[src/rtl/smt_pkg.sv]
package smt_pkg;
  localparam int SMT_ADDR_W = 13;
  localparam int SMT_STRAP_W = 3;

  typedef logic [SMT_ADDR_W-1:0] smt_addr_t;

  typedef enum logic [3:0] {
    ST_IDLE,
    ST_SEL,
    ST_SEL_ACK,
    ST_AHI,
    ST_AHI_ACK,
    ST_ALO,
    ST_ALO_ACK,
    ST_WR,
    ST_WR_ACK,
    ST_RD,
    ST_RD_ACK
  } smt_state_e;

  // next sequential address; wraps at the top of the array
  function automatic smt_addr_t smt_next_addr(input smt_addr_t a);
    return a + smt_addr_t'(1);
  endfunction

  // select byte bits 7..1 against {family code, straps}
  function automatic logic smt_select_hit(input logic [7:0] sel,
                                          input logic [3:0] code,
                                          input logic [SMT_STRAP_W-1:0] strap);
    return sel[7:1] == {code, strap};
  endfunction
endpackage

[src/rtl/smt_line_events.sv]
module smt_line_events (
  input  logic clk,
  input  logic rst_n,
  input  logic scl,
  input  logic sda,
  output logic scl_rise,
  output logic scl_fall,
  output logic start_ev,
  output logic stop_ev
);
  logic scl_q;
  logic sda_q;

  always_ff @(posedge clk or negedge rst_n) begin
    if (!rst_n) begin
      scl_q <= 1'b1;
      sda_q <= 1'b1;
    end else begin
      scl_q <= scl;
      sda_q <= sda;
    end
  end

  assign scl_rise = scl & ~scl_q;
  assign scl_fall = ~scl & scl_q;
  assign start_ev = scl & scl_q & sda_q & ~sda;
  assign stop_ev  = scl & scl_q & ~sda_q & sda;
endmodule

[src/rtl/smt_addr_latch.sv]
module smt_addr_latch
  import smt_pkg::*;
#(
  parameter int ADDR_W = SMT_ADDR_W
) (
  input  logic              clk,
  input  logic              rst_n,
  input  logic              load_hi,
  input  logic              load_lo,
  input  logic              bump,
  input  logic [ADDR_W-9:0] hi_in,
  input  logic [7:0]        lo_in,
  output smt_addr_t         cur
);
  localparam int HI_W = ADDR_W - 8;

  always_ff @(posedge clk or negedge rst_n) begin
    if (!rst_n) begin
      cur <= '0;
    end else if (load_hi) begin
      cur[ADDR_W-1:8] <= hi_in[HI_W-1:0];
    end else if (load_lo) begin
      cur[7:0] <= lo_in;
    end else if (bump) begin
      cur <= smt_next_addr(cur);
    end
  end
endmodule

[src/rtl/serial_mem_target.sv]
module serial_mem_target
  import smt_pkg::*;
#(
  parameter logic [3:0] DEV_CODE = 4'b1010
) (
  input  logic                  clk,
  input  logic                  rst_n,
  input  logic                  scl,
  input  logic                  sda_in,
  input  logic                  wp,
  input  logic [SMT_STRAP_W-1:0] strap,
  output logic                  sda_oe,
  output logic [SMT_ADDR_W-1:0] mem_addr,
  output logic                  mem_we,
  output logic [7:0]            mem_wdata,
  output logic                  mem_re,
  input  logic [7:0]            mem_rdata
);
  localparam int HI_W = SMT_ADDR_W - 8;

  smt_state_e state;
  logic [2:0] cnt;
  logic [6:0] shreg;
  logic [7:0] tx_q;
  logic [7:0] rbuf;
  logic       ack_q;
  logic       slot_q;
  logic       drive_q;
  logic       dir_rd_q;
  logic       re_q;
  logic       mack_q;

  logic scl_rise, scl_fall, start_ev, stop_ev;
  logic rx_state, byte_done, sel_hit;
  logic [7:0] byte_in;
  logic load_hi, load_lo, wr_commit, rd_fetch;
  smt_addr_t cur_addr;

  // events brought out for the checker
  logic data_byte_done;
  logic in_idle;

  smt_line_events u_events (
    .clk      (clk),
    .rst_n    (rst_n),
    .scl      (scl),
    .sda      (sda_in),
    .scl_rise (scl_rise),
    .scl_fall (scl_fall),
    .start_ev (start_ev),
    .stop_ev  (stop_ev)
  );

  assign rx_state  = (state == ST_SEL) || (state == ST_AHI) ||
                     (state == ST_ALO) || (state == ST_WR);
  assign byte_in   = {shreg, sda_in};
  assign byte_done = scl_rise && (cnt == 3'd7) && rx_state && !start_ev && !stop_ev;
  assign sel_hit   = smt_select_hit(byte_in, DEV_CODE, strap);

  assign load_hi        = byte_done && (state == ST_AHI);
  assign load_lo        = byte_done && (state == ST_ALO);
  assign data_byte_done = byte_done && (state == ST_WR);
  assign wr_commit      = data_byte_done && !wp;
  assign rd_fetch       = (byte_done && (state == ST_SEL) && sel_hit && byte_in[0]) ||
                          ((state == ST_RD_ACK) && scl_rise && !sda_in);
  assign in_idle        = (state == ST_IDLE);

  smt_addr_latch #(.ADDR_W(SMT_ADDR_W)) u_addr (
    .clk     (clk),
    .rst_n   (rst_n),
    .load_hi (load_hi),
    .load_lo (load_lo),
    .bump    (wr_commit || rd_fetch),
    .hi_in   (byte_in[HI_W-1:0]),
    .lo_in   (byte_in),
    .cur     (cur_addr)
  );

  assign mem_addr  = cur_addr;
  assign mem_we    = wr_commit;
  assign mem_wdata = byte_in;
  assign mem_re    = rd_fetch;

  // pull low during an ACK slot, or for a zero read bit
  assign sda_oe = drive_q | ((state == ST_RD) & ~tx_q[7]);

  always_ff @(posedge clk or negedge rst_n) begin
    if (!rst_n) begin
      state    <= ST_IDLE;
      cnt      <= '0;
      shreg    <= '0;
      tx_q     <= '0;
      rbuf     <= '0;
      ack_q    <= 1'b0;
      slot_q   <= 1'b0;
      drive_q  <= 1'b0;
      dir_rd_q <= 1'b0;
      re_q     <= 1'b0;
      mack_q   <= 1'b0;
    end else begin
      re_q <= rd_fetch;
      if (re_q) rbuf <= mem_rdata;

      if (stop_ev) begin
        state   <= ST_IDLE;
        drive_q <= 1'b0;
        slot_q  <= 1'b0;
      end else if (start_ev) begin
        state   <= ST_SEL;
        cnt     <= '0;
        drive_q <= 1'b0;
        slot_q  <= 1'b0;
      end else begin
        unique case (state)
          ST_SEL, ST_AHI, ST_ALO, ST_WR: begin
            if (scl_rise) begin
              shreg <= byte_in[6:0];
              cnt   <= cnt + 3'd1;
              if (cnt == 3'd7) begin
                unique case (state)
                  ST_SEL: begin
                    if (sel_hit) begin
                      ack_q    <= 1'b1;
                      dir_rd_q <= byte_in[0];
                      state    <= ST_SEL_ACK;
                    end else begin
                      state <= ST_IDLE;
                    end
                  end
                  ST_AHI: begin
                    ack_q <= 1'b1;
                    state <= ST_AHI_ACK;
                  end
                  ST_ALO: begin
                    ack_q <= 1'b1;
                    state <= ST_ALO_ACK;
                  end
                  default: begin
                    ack_q <= !wp;
                    state <= ST_WR_ACK;
                  end
                endcase
              end
            end
          end

          ST_SEL_ACK, ST_AHI_ACK, ST_ALO_ACK, ST_WR_ACK: begin
            if (scl_fall) begin
              if (!slot_q) begin
                slot_q  <= 1'b1;
                drive_q <= ack_q;
              end else begin
                slot_q  <= 1'b0;
                drive_q <= 1'b0;
                cnt     <= '0;
                unique case (state)
                  ST_SEL_ACK: begin
                    if (dir_rd_q) begin
                      state <= ST_RD;
                      tx_q  <= rbuf;
                    end else begin
                      state <= ST_AHI;
                    end
                  end
                  ST_AHI_ACK: state <= ST_ALO;
                  default:    state <= ST_WR;
                endcase
              end
            end
          end

          ST_RD: begin
            if (scl_fall) begin
              if (cnt == 3'd7) begin
                state <= ST_RD_ACK;
                cnt   <= '0;
              end else begin
                cnt  <= cnt + 3'd1;
                tx_q <= {tx_q[6:0], 1'b0};
              end
            end
          end

          ST_RD_ACK: begin
            if (scl_rise) mack_q <= !sda_in;
            if (scl_fall) begin
              if (mack_q) begin
                state <= ST_RD;
                tx_q  <= rbuf;
                cnt   <= '0;
              end else begin
                state <= ST_IDLE;
              end
            end
          end

          default: begin
            cnt <= '0;
          end
        endcase
      end
    end
  end
endmodule

[config.mk]
export PLATFORM = sky130hd
export DESIGN_NAME = serial_mem_target
export DESIGN_NICKNAME = d
export VERILOG_FILES = /design/src/rtl/smt_pkg.sv /design/src/rtl/smt_line_events.sv /design/src/rtl/smt_addr_latch.sv /design/src/rtl/serial_mem_target.sv
export SDC_FILE = /design/constraint.sdc
export NUM_CORES = 1
export LEC_CHECK = 0
export BUFFER_PORTS_ARGS = -buffer_cell sky130_fd_sc_hd__buf_2
export CAP_MARGIN = 20
export CORE_ASPECT_RATIO = 0.9
export CORE_MARGIN = 4
export CORE_UTILIZATION = 30
export CTS_CLUSTER_DIAMETER = 120
export DETAILED_ROUTE_END_ITERATION = 7
export SYNTH_ARGS = -nofsm -noshare
export SYNTH_HDL_FRONTEND = slang
export SYNTH_HIERARCHICAL = 1
export SYNTH_SLANG_ARGS = --single-unit
export TNS_END_PERCENT = 30
[constraint.sdc]
create_clock -name clk -period 6.4 [get_ports clk]
set_input_delay 0.96 -clock clk [delete_from_list [all_inputs] [get_ports clk]]
set_output_delay 0.96 -clock clk [all_outputs]
set_load 0.005 [all_outputs]
==> impl_metrics.env <==
export IMPL_power_leakage_nw=1.52
export IMPL_clock_sinks=51
export IMPL_crit_required_ns=5.44
export IMPL_hold_violations=0
export IMPL_path_max_fanout=11
export IMPL_r2r_slack_ns=3.15
export IMPL_via_count=2288
export IMPL_synth_avg_cell_area_sq_um=10.5
export IMPL_syn_num_nets=300
export IMPL_swShare_pct=36.3
export IMPL_slew_limit_headroom_pct=27.7
export IMPL_cts_tree="done"
export IMPL_worst_setup_path_type="input port to output pin"
export IMPL_max_cap_violations=0
export IMPL_end_kind="output pin"
export IMPL_slowest_stage="nor4_1"
export IMPL_pwr_share_comb_pct=28.9
export IMPL_synth_edf_count=0
export IMPL_worst_slack_ns=2.66
export IMPL_ant_nets=0
export IMPL_ys_async_sr_fraction_pct=100
export IMPL_grt_pass1_vias=2208
export IMPL_synth_cell_type_count=64
export IMPL_antenna_found_initial=0
export IMPL_wl_per_cell_microns=15.4
export IMPL_rsz0062_at_grt="no"
export IMPL_tightest_slew_ns=1.08
export IMPL_coreArea_sq_um=9330
export IMPL_synth_commonest_cells="dfrtp_1, mux2_2, nand2_1"
export IMPL_multiInputGateArea_sq_um=1520
export IMPL_slew_violations=0
export IMPL_path_common_cell="buf_2"
export IMPL_die_area_sq_um=11400
export IMPL_place_ws_ns=2.51
export IMPL_drive_above_1_share_pct=31.7
export IMPL_ctsHoldBuffers=0
export IMPL_p_clk_share_pct=22.6
export IMPL_crit_family="simple AND/OR/NAND/NOR gates"
export IMPL_regArea_sq_um=1280
export IMPL_rows=33
export IMPL_setup_tns_ns=0
export IMPL_track_usage_pct=11.9
export IMPL_drt_first_pass_iters=4
export IMPL_yosys_area_top_type="dfrtp_1"
export IMPL_period_minus_slack_ns=3.74
export IMPL_cts_buffers=5
export IMPL_nFillCells=973
export IMPL_cp_arrival_ns=2.78
export IMPL_finalWirelength_mm=6.68
export IMPL_htreeDepth=2
export IMPL_synth_warning_count=6
export IMPL_grt_pass1_wl_mm=11.1
export IMPL_p_switching_mw=0.359
export IMPL_skew_ns=0.0160
export IMPL_ys_seq_elements=51
export IMPL_syn_area_sq_um=2940
export IMPL_initial_utilization_pct=31.5
export IMPL_overflow=0
export IMPL_die_w_microns=112
export IMPL_ys_seq_area_share_pct=43.5
export IMPL_fin_nets=331
export IMPL_path_buf_inv=2
export IMPL_hp_class="flop to flop"
export IMPL_syn_inst=281
export IMPL_cts_resized_gates=0
export IMPL_pwr_share_seq_pct=48.5
export IMPL_ctsRootBufferMaster="clkbuf_8"
export IMPL_fmax_ghz=0.268
export IMPL_areaGrowthSynthToFinish_pct=12.7
export IMPL_via_per_inst=5.27
export IMPL_outcome="completed"
export IMPL_cts_reportedPaths_clkPinSlew_ns=0.08
export IMPL_postCtsSetupBuffers=0
export IMPL_drc=0
export IMPL_yosys_top_cells_area="dfrtp_1, mux2_2, nand2_1"
export IMPL_p_per_area_nw_per_um2=298
export IMPL_critPathLaunchType="input port"
export IMPL_worstPathCellList="buf_2, and4b_1, nor2_1, nand4_1, nor4_1, buf_2"
export IMPL_insertion_delay_ns=0.30
export IMPL_portBuffers=39
export IMPL_cpPeakStageDelay_ns=0.44
export IMPL_setup_viol=0
export IMPL_grt_max_degree=52
export IMPL_cts_path_max_buffers=2
export IMPL_irDropWorstVdd_mv=0.112
export IMPL_dieHeight_microns=102
export IMPL_drt_initial_drc_count=217
export IMPL_synth_most_common_cell="dfrtp_1"
export IMPL_synth_ff_type="dfrtp_1"
export IMPL_ioPinCount=40
export IMPL_gp_congestion=0.895
export IMPL_synth_top_area_share_pct=41.8
export IMPL_p_int_mw=0.628
export IMPL_num_antenna_cells=0
export IMPL_period_share_pct=58.4
export IMPL_place_hpwl_mm=4.82
## registers in the layout (all words and copies together), names as in the netlist, 3 cells and up
name,cells
rbuf,8
tx_q,8
u_addr/cur,13
state,4
shreg,7
cnt,3
## layout by cell type, fill, tap and decap left out, types with 2 or more instances in the layout
master,synthesis,final
dfrtp_1,49,49
buf_2,6,39
mux2_2,32,32
nand2_1,18,18
nor2_1,14,14
inv_1,11,11
nor3_1,10,9
o21ai_0,9,9
a21oi_1,9,9
nand4_1,8,8
nor2b_1,8,8
nand3_1,6,6
a31oi_1,6,6
a22oi_1,6,6
xnor2_1,5,5
clkbuf_8,0,5
o21ai_1,4,4
xor2_1,4,4
mux2i_1,4,4
nand2b_1,3,3
nor4_1,3,3
a21o_1,3,3
ha_1,3,3
and2b_1,2,2
nor4bb_1,2,2
nand3b_1,2,2
a221oi_2,2,2
o21a_1,2,2
and4_1,2,2
a311oi_1,2,2
buf_4,6,2
and4_4,2,2
and4b_1,2,2
dfstp_2,2,2
## power groups by stage
stage          Combinational [mW]  Clock, mW  Sequential, mW
3_5_place_dp                0.286          0           0.484
6_report                    0.285      0.223           0.479
5_1_grt                     0.318      0.244           0.492
3_3_place_gp                0.284          0           0.484
4_1_cts                     0.288      0.230           0.477
2_1_floorplan               0.264          0           0.417
## layout make-up
class / instances / area share, %
Clock buffer: 5 / 2.08
Clock inverter: 2 / 1.13
Inverter: 11 / 1.25
Multi-Input combinational cell: 202 / 45.9
Sequential cell: 51 / 38.6
Tap cell: 122 / 4.61
Timing Repair Buffer: 41 / 6.35
## routing by layer
layer  wire (microns)  vias up  part of all wire (%)  track usage (%)
met5                0        -                     0                0
met4              104        0                   1.6             3.88
met3              343        9                   5.1             2.13
met2             3250       64                    49             19.7
met1             2980     1123                    45             16.0
li1                 -     1092                     -                -
## worst register-to-register path: stages (launching register included)
cell and delay [ns]:
dfstp_2 0.56, and4b_1 0.25, nor2_1 0.39, nand4_1 0.27, nor3_1 0.93, nor2b_1 0.55, a22oi_1 0.12, o21ai_0 0.11
## metrics by stage
stage | cell area [sq um] | hold WS [ns] | power, mW | std cells | utilization [%]
2_1_floorplan | 2940 | 0.457 | 0.681 | 281 | -
3_3_place_gp | 3200 | 0.477 | 0.768 | 427 | 34.3
3_5_place_dp | 3200 | 0.483 | 0.770 | 427 | 34.3
4_1_cts | 3310 | 0.505 | 0.995 | 434 | 35.5
5_1_grt | 3310 | 0.533 | 1.05 | 434 | 35.5
6_report | 3310 | 0.501 | 0.987 | 434 | 35.5
## kinds of logic (layout without fill, tap and decap cells)
kind of cell / Yosys count / after routing / synth area share, %
buf+inv: 28 / 59 / 4.86
mux: 37 / 37 / 14.0
fa+ha+maj: 3 / 3 / 1.28
flops: 51 / 51 / 43.5
compound gates: 58 / 58 / 14.0
simple gates: 95 / 95 / 19.6
xor+xnor: 9 / 9 / 2.68
## path summary, 6_finish.rpt
path | from | end | depth (start not counted)
hold / removal | cnt[0]$_DFFE_PN0P_ | cnt[0]$_DFFE_PN0P_ | 1
max in group asynchronous | rst_n | shreg[4]$_DFFE_PN0P_ | 2
setup / recovery | sda_in | mem_we | 6
min in group asynchronous | rst_n | drive_q$_DFFE_PN0P_ | 2
setup reg to reg | u_events/sda_q$_DFF_PN1_ | u_addr/cur[1]$_DFFE_PN0P_ | 7
hold reg to reg | cnt[0]$_DFFE_PN0P_ | cnt[0]$_DFFE_PN0P_ | 1
(Power assumes the default switching activity.)
